`src/rtl/strap_pkg.sv`:
```
package strap_pkg;
    localparam int unsigned BYTE_W = 8;

    typedef enum logic [1:0] {
        FS_IDLE = 2'd0,
        FS_RUN  = 2'd1,
        FS_DONE = 2'd2
    } fetch_state_e;
endpackage

```
`src/rtl/strap_fetch_seq.sv`:
```
module strap_fetch_seq
    import strap_pkg::*;
#(
    parameter int unsigned STRAP_W = 32,
    parameter int unsigned COPIES  = 3,
    parameter int unsigned MEM_AW  = 10
) (
    input  logic                          clk,
    input  logic                          rst_n,
    input  logic                          fetch_req,
    output logic                          mem_rd_en,
    output logic [MEM_AW-1:0]             mem_addr,
    input  logic [BYTE_W-1:0]             mem_rdata,
    output logic                          fetch_start,
    output logic                          fetch_done,
    output logic [COPIES*STRAP_W-1:0]     fetch_bytes
);
    localparam int unsigned BPC    = STRAP_W / BYTE_W;
    localparam int unsigned NBYTES = COPIES * BPC;
    localparam int unsigned CW     = $clog2(NBYTES + 1);

    typedef struct packed {
        fetch_state_e              state;
        logic [CW-1:0]             issue_cnt;
        logic [CW-1:0]             cap_cnt;
        logic                      rvalid;
        logic [NBYTES*BYTE_W-1:0]  bytes;
    } seq_t;

    seq_t seq_d, seq_q;

    always_comb begin
        seq_d       = seq_q;
        fetch_start = 1'b0;
        fetch_done  = 1'b0;
        mem_rd_en   = (seq_q.state == FS_RUN) && (seq_q.issue_cnt < CW'(NBYTES));
        seq_d.rvalid = mem_rd_en;
        case (seq_q.state)
            FS_IDLE: begin
                if (fetch_req) begin
                    seq_d.state     = FS_RUN;
                    seq_d.issue_cnt = '0;
                    seq_d.cap_cnt   = '0;
                    fetch_start     = 1'b1;
                end
            end
            FS_RUN: begin
                if (mem_rd_en) begin
                    seq_d.issue_cnt = seq_q.issue_cnt + 1'b1;
                end
                if (seq_q.rvalid) begin
                    seq_d.bytes[int'(seq_q.cap_cnt)*BYTE_W +: BYTE_W] = mem_rdata;
                    seq_d.cap_cnt = seq_q.cap_cnt + 1'b1;
                    if (seq_q.cap_cnt == CW'(NBYTES - 1)) begin
                        seq_d.state = FS_DONE;
                    end
                end
            end
            FS_DONE: begin
                fetch_done  = 1'b1;
                seq_d.state = FS_IDLE;
            end
            default: seq_d.state = FS_IDLE;
        endcase
    end

    always_ff @(posedge clk or negedge rst_n) begin
        if (!rst_n) begin
            seq_q <= '0;
        end else begin
            seq_q <= seq_d;
        end
    end

    assign mem_addr    = MEM_AW'(seq_q.issue_cnt);
    assign fetch_bytes = seq_q.bytes;

    assert_addr_ascending_R1: assert property (@(posedge clk) disable iff (!rst_n)
        (mem_rd_en && $past(mem_rd_en)) |-> (mem_addr == $past(mem_addr) + 1'b1));

    assert_addr_bound_R1: assert property (@(posedge clk) disable iff (!rst_n)
        mem_rd_en |-> (int'(mem_addr) < NBYTES));

    assert_no_restart_R6: assert property (@(posedge clk) disable iff (!rst_n)
        (fetch_req && seq_q.state == FS_RUN) |=> (seq_q.cap_cnt >= $past(seq_q.cap_cnt)));

    assert_done_full_R4: assert property (@(posedge clk) disable iff (!rst_n)
        fetch_done |-> (seq_q.cap_cnt == CW'(NBYTES)));
endmodule

```
`src/rtl/strap_vote.sv`:
```
module strap_vote #(
    parameter int unsigned STRAP_W = 32,
    parameter int unsigned COPIES  = 3
) (
    input  logic [COPIES*STRAP_W-1:0] copies_flat,
    output logic [STRAP_W-1:0]        vote
);
    localparam int unsigned NW   = $clog2(COPIES + 1);
    localparam int unsigned HALF = COPIES / 2;

    for (genvar b = 0; b < STRAP_W; b++) begin : g_bit
        logic [NW-1:0] ones;
        always_comb begin
            ones = '0;
            for (int c = 0; c < COPIES; c++) begin
                ones = ones + NW'(copies_flat[c*STRAP_W + b]);
            end
        end
        assign vote[b] = (int'(ones) > HALF);
    end
endmodule

```
`src/rtl/strap_regif.sv`:
```
module strap_regif #(
    parameter int unsigned ADDR_W    = 12,
    parameter int unsigned STRAP_W   = 32,
    parameter int unsigned STRAP_OFS = 16
) (
    input  logic [ADDR_W-1:0]  bus_addr,
    input  logic               bus_wr_en,
    input  logic [STRAP_W-1:0] bus_wdata,
    input  logic [STRAP_W-1:0] strap_value,
    output logic [STRAP_W-1:0] bus_rdata
);
    logic wr_sink_unused;

    // The strap offset is read-only and no other register lives here,
    // so write traffic is deliberately dropped.
    assign wr_sink_unused = bus_wr_en ^ (^bus_wdata);

    always_comb begin
        bus_rdata = '0;
        if (bus_addr == ADDR_W'(STRAP_OFS)) begin
            bus_rdata = strap_value;
        end
    end
endmodule

```
`src/rtl/strap_majority_reader.sv`:
```
module strap_majority_reader
    import strap_pkg::*;
#(
    parameter int unsigned STRAP_W   = 32,
    parameter int unsigned COPIES    = 3,
    parameter int unsigned MEM_AW    = 10,
    parameter int unsigned ADDR_W    = 12,
    parameter int unsigned STRAP_OFS = 16
) (
    input  logic               clk,
    input  logic               rst_n,
    input  logic               fetch_req,
    output logic               mem_rd_en,
    output logic [MEM_AW-1:0]  mem_addr,
    input  logic [7:0]         mem_rdata,
    input  logic [ADDR_W-1:0]  bus_addr,
    input  logic               bus_wr_en,
    input  logic [31:0]        bus_wdata,
    output logic [31:0]        bus_rdata,
    output logic [31:0]        strap_value,
    output logic               strap_valid
);
    logic                        fetch_start;
    logic                        fetch_done;
    logic [COPIES*STRAP_W-1:0]   fetch_bytes;
    logic [STRAP_W-1:0]          voted;

    typedef struct packed {
        logic [STRAP_W-1:0] strap;
        logic               valid;
    } res_t;

    res_t res_d, res_q;

    strap_fetch_seq #(
        .STRAP_W (STRAP_W),
        .COPIES  (COPIES),
        .MEM_AW  (MEM_AW)
    ) u_seq (
        .clk         (clk),
        .rst_n       (rst_n),
        .fetch_req   (fetch_req),
        .mem_rd_en   (mem_rd_en),
        .mem_addr    (mem_addr),
        .mem_rdata   (mem_rdata),
        .fetch_start (fetch_start),
        .fetch_done  (fetch_done),
        .fetch_bytes (fetch_bytes)
    );

    strap_vote #(
        .STRAP_W (STRAP_W),
        .COPIES  (COPIES)
    ) u_vote (
        .copies_flat (fetch_bytes),
        .vote        (voted)
    );

    strap_regif #(
        .ADDR_W    (ADDR_W),
        .STRAP_W   (STRAP_W),
        .STRAP_OFS (STRAP_OFS)
    ) u_regif (
        .bus_addr    (bus_addr),
        .bus_wr_en   (bus_wr_en),
        .bus_wdata   (bus_wdata),
        .strap_value (res_q.strap),
        .bus_rdata   (bus_rdata)
    );

    always_comb begin
        res_d = res_q;
        if (fetch_start) begin
            res_d.valid = 1'b0;
        end
        if (fetch_done) begin
            res_d.strap = voted;
            res_d.valid = 1'b1;
        end
    end

    always_ff @(posedge clk or negedge rst_n) begin
        if (!rst_n) begin
            res_q <= '0;
        end else begin
            res_q <= res_d;
        end
    end

    assign strap_value = res_q.strap;
    assign strap_valid = res_q.valid;

    // Bounds every vote must respect: bits common to all copies survive,
    // bits absent from all copies never appear.
    logic [STRAP_W-1:0] chk_and, chk_or;
    always_comb begin
        chk_and = '1;
        chk_or  = '0;
        for (int c = 0; c < COPIES; c++) begin
            chk_and = chk_and & fetch_bytes[c*STRAP_W +: STRAP_W];
            chk_or  = chk_or  | fetch_bytes[c*STRAP_W +: STRAP_W];
        end
    end

    assert_vote_bounds_R3: assert property (@(posedge clk) disable iff (!rst_n)
        fetch_done |-> (((chk_and & ~voted) == '0) && ((voted & ~chk_or) == '0)));

    assert_valid_rise_R4: assert property (@(posedge clk) disable iff (!rst_n)
        $rose(strap_valid) |-> $past(fetch_done));

    assert_value_hold_R5: assert property (@(posedge clk) disable iff (!rst_n)
        !$past(fetch_done) |-> $stable(strap_value));

    assert_write_no_effect_R8: assert property (@(posedge clk) disable iff (!rst_n)
        (bus_wr_en && !fetch_done) |=> $stable(strap_value));

    assert_bus_read_R7: assert property (@(posedge clk) disable iff (!rst_n)
        (bus_addr == ADDR_W'(STRAP_OFS)) |-> (bus_rdata == strap_value));

    assert_bus_other_zero_R7: assert property (@(posedge clk) disable iff (!rst_n)
        (bus_addr != ADDR_W'(STRAP_OFS)) |-> (bus_rdata == '0));
endmodule

```
`config.mk`:
```
export PLATFORM = sky130hd
export DESIGN_NAME = strap_majority_reader
export DESIGN_NICKNAME = d
export VERILOG_FILES = /design/src/rtl/strap_pkg.sv /design/src/rtl/strap_fetch_seq.sv /design/src/rtl/strap_vote.sv /design/src/rtl/strap_regif.sv /design/src/rtl/strap_majority_reader.sv
export SDC_FILE = /design/constraint.sdc
export NUM_CORES = 1
export LEC_CHECK = 0
export BUFFER_PORTS_ARGS = -buffer_cell sky130_fd_sc_hd__buf_2
export CELL_PAD_IN_SITES_DETAIL_PLACEMENT = 1
export CELL_PAD_IN_SITES_GLOBAL_PLACEMENT = 2
export CORE_MARGIN = 4
export CORE_UTILIZATION = 38
export DETAILED_ROUTE_END_ITERATION = 10
export PLACE_DENSITY_LB_ADDON = 0.1
export SETUP_SLACK_MARGIN = 0.2
export SYNTH_ARGS = -nofsm -noshare
export SYNTH_HDL_FRONTEND = slang
export SYNTH_HIERARCHICAL = 1
export SYNTH_SLANG_ARGS = --single-unit
```
`constraint.sdc`:
```
create_clock -name clk -period 2.5 [get_ports clk]
set_input_delay 0.125 -clock clk [delete_from_list [all_inputs] [get_ports clk]]
set_output_delay 0.125 -clock clk [all_outputs]
set_load 0.005 [all_outputs]
```
==> results.sh <==
export IMPL_setup_tns_final_ns=0
export IMPL_final_common_cell="dfrtp_1"
export IMPL_dr_pass1_iters=4
export IMPL_place_inst=958
export IMPL_vdd_ir_drop_max_v=0.0006326
export IMPL_instances_no_fill=991
export IMPL_clock_skew_ns=0.01002
export IMPL_max_slew_worst_pin_slew_ns=0.9881
export IMPL_final_cell_mix="dfrtp_1 (139), buf_2 (91), nand2_1 (83)"
export IMPL_routed_wl_met2_mm=9.431
export IMPL_cts_max_path_buffers=2
export IMPL_hold_end="u_seq/fetch_bytes[6]"
export IMPL_grt_pass1_vias=5422
export IMPL_r2r_cells=6
export IMPL_hold_violations=0
export IMPL_wl_met3_microns=935
export IMPL_synthFlopType="dfrtp_1"
export IMPL_crit_chain="inv_1, ha_2, or2_4, o21ai_4, and4_4, mux2_4"
export IMPL_cts_sinks=140
export IMPL_cp_arrival_ns=2.52
export IMPL_synth_distinct_cells=57
export IMPL_syn_inst=716
export IMPL_r2r_end="u_seq/fetch_bytes[80]"
export IMPL_seq_area_frac_synth_pct=41.95
export IMPL_post_route_period_util_pct=88.88
export IMPL_synthesis_area_sq_um=8351
export IMPL_avgSynthCellArea_sq_um=11.66
export IMPL_post_dp_cell_area_sq_um=8200
export IMPL_ys_top_cells_by_area="dfrtp_1 (42%), buf_4 (10%), mux2_4 (6.7%)"
export IMPL_synth_top_area_share_pct=41.95
export IMPL_rsz0062_at_grt="false"
export IMPL_status="completed"
export IMPL_die_w_microns=156.2
export IMPL_power_density_nw_per_um2=1237
export IMPL_drive_gt1_share_pct=33.10
export IMPL_cpPeakStageDelay_ns=0.46
export IMPL_design_area_sq_um=8872
export IMPL_area_growth_pct=6.248
export IMPL_initial_core_util_pct=39.23
export IMPL_leakagePower_nw=4.288
export IMPL_cp_max_fo=8
export IMPL_regToRegSetupSlack_ns=0.28
export IMPL_grt_start_max_net_pins=51
export IMPL_multi_input_area_sq_um=3682
export IMPL_ys_seq_elements=140
export IMPL_n_antenna_cell=0
export IMPL_drv_cap=0
export IMPL_finalWirelength_mm=19.86
export IMPL_yosys_area_top_type="dfrtp_1"
export IMPL_seq_area_sq_um=3505
export IMPL_hp_class="in2reg"
export IMPL_die_h_microns=156.2
export IMPL_viasPerCell=5.079
export IMPL_setup_viol=0
export IMPL_port_buffers=92
export IMPL_grt_pass1_wl_mm=31.71
export IMPL_worstSetupEndpointType="flop"
export IMPL_fillers=2281
export IMPL_vias=5033
export IMPL_wl_per_cell_microns=20.04
export IMPL_yosys_warnings=6
export IMPL_overflow=0
export IMPL_crit_type="reg2reg"
export IMPL_drt_iter0_drc=208
export IMPL_core_rowCount=53
export IMPL_dp_hpwl_mm=14.14
export IMPL_fin_ws_ns=0.2779
export IMPL_num_io_pins=132
export IMPL_place_congestion=0.7465
export IMPL_cts_root_buf="clkbuf_16"
export IMPL_async_reset_ff_share_pct=100.0
export IMPL_synth_edf_count=0
export IMPL_coreArea_sq_um=21290
export IMPL_rr_startpoint="u_seq/seq_q[97]"
export IMPL_slowest_stage="dfrtp_1"
export IMPL_cts_tree="yes"
export IMPL_die_area_sq_um=24410
export IMPL_dp_slack_ns=0.2108
export IMPL_cp_start_kind="flop"
export IMPL_drv_slew=0
export IMPL_cts_max_level=4
export IMPL_cp_required_ns=2.80
export IMPL_max_clock_freq_mhz=450.0
export IMPL_slew_headroom_pct=34.12
export IMPL_path_clk_slew_ns=0.06
export IMPL_clock_latency_ns=0.42
export IMPL_grt_usage_pct=16.86
export IMPL_highest_layer="met4"
export IMPL_hold_path_startpoint="mem_rdata[6]"
export IMPL_layout_nets=796
export IMPL_power_mw=10.97
export IMPL_cts_buffers=17
export IMPL_wl_met1_mm=9.263
export IMPL_detail_route_antenna_nets=0
export IMPL_holdPathStages=3
export IMPL_fin_crit_ns=2.222
export IMPL_antenna_found_initial=0
export IMPL_route_detailed_drc=0
## metal layers
metal  track usage (%)  vias to the layer above
met1             23.05                     2506
met5                 0                        -
met3             3.291                       17
met4             4.504                        0
li1                  -                     2392
met2             27.49                      118
## synth_stat cells, types with 2 or more instances
| master | instances |
|---|---|
| buf_2 | 5 |
| and3_1 | 2 |
| mux2_4 | 37 |
| a22o_1 | 2 |
| mux2i_1 | 18 |
| o21ai_1 | 48 |
| mux2_2 | 5 |
| nand4_1 | 2 |
| nor3_1 | 3 |
| nand4_2 | 2 |
| nor2b_1 | 5 |
| clkbuf_1 | 10 |
| nor4_2 | 30 |
| buf_6 | 3 |
| nor4_1 | 2 |
| ha_1 | 36 |
| nand3_4 | 2 |
| buf_12 | 7 |
| and2b_1 | 3 |
| or4bb_1 | 32 |
| a21o_1 | 34 |
| a21oi_1 | 2 |
| nand2_1 | 83 |
| inv_1 | 22 |
| buf_1 | 3 |
| mux2_1 | 22 |
| dfrtp_1 | 140 |
| nand4_4 | 2 |
| o2111ai_4 | 3 |
| nor2_1 | 9 |
| buf_4 | 116 |
## worst max-delay path: cells and delay by family (launching register included)
kind                     cells  cell delay (ns)
buffers and inverters        1             0.15
AO/OA/AOI/OAI                1             0.20
flip-flops                   1             0.46
multiplexers                 1             0.33
AND/OR/NAND/NOR              2             0.66
adder cells (fa/ha/maj)      1             0.27
## metrics by stage
step / util (%) / hold slack, ns
after floorplan: - / -0.1706
after global placement: 38.52 / 0.05294
after detailed placement: 38.52 / 0.07072
after CTS: 41.54 / 0.02803
after global routing: 41.68 / 0.03467
final: 41.68 / 0.03882
## flip-flops by register name, indices dropped and copies added (netlist names)
name,cells
strap_value,32
u_seq/fetch_bytes,96
u_seq/seq_q,7
strap_valid,1
u_seq/mem_addr,4
## timing repair
item / in CTS / in global routing
setup endpoints to repair: 1 / 41
hold buffers: 1 / 0
gates resized for setup: 1 / 3
setup buffers: 0 / 1
pin swaps: 0 / 1
hold endpoints to repair: 45 / 0
## worst max path at each step
stage | start | endpoint | slack (ns)
final | u_seq/seq_q[97] | u_seq/fetch_bytes[80] | 0.28
after global routing | u_seq/seq_q[97] | u_seq/fetch_bytes[85] | 0.21
after CTS | u_seq/seq_q[97] | u_seq/fetch_bytes[85] | 0.20
after detailed placement | u_seq/seq_q[97] | u_seq/fetch_bytes[60] | 0.21
after global placement | u_seq/seq_q[97] | u_seq/fetch_bytes[42] | 0.27
after floorplan | u_seq/seq_q[99] | u_seq/fetch_bytes[0] | 0.36
## area by class of cell
type / instances / area share (%)
clock buffer: 21 / 5.302
clock inverter: 10 / 1.819
tap: 275 / 3.878
multi-input combinational: 415 / 41.50
sequential: 140 / 39.50
timing repair buffer: 108 / 7.065
inverter: 22 / 0.9308
## report_power, final
part           switching, mW  internal [mW]  total [mW]
Combinational           2.40           1.95        4.35
Sequential             0.661           3.25        3.91
Clock                  0.967           1.74        2.71
## logic make-up after synthesis
| kind of cell | Yosys count | synth area share (%) |
|---|---|---|
| and+or+nand+nor | 196 | 17.61 |
| buffers and inverters | 166 | 14.38 |
| DFF | 140 | 41.95 |
| AOI/OAI and AO/OA | 92 | 7.627 |
| muxes | 82 | 12.45 |
| adders and majority gates | 36 | 5.394 |
| xor gates and xnor gates | 3 | 0.5395 |
| other | 1 | 0.04491 |
Note: power is estimated with default switching activity, not from simulation.
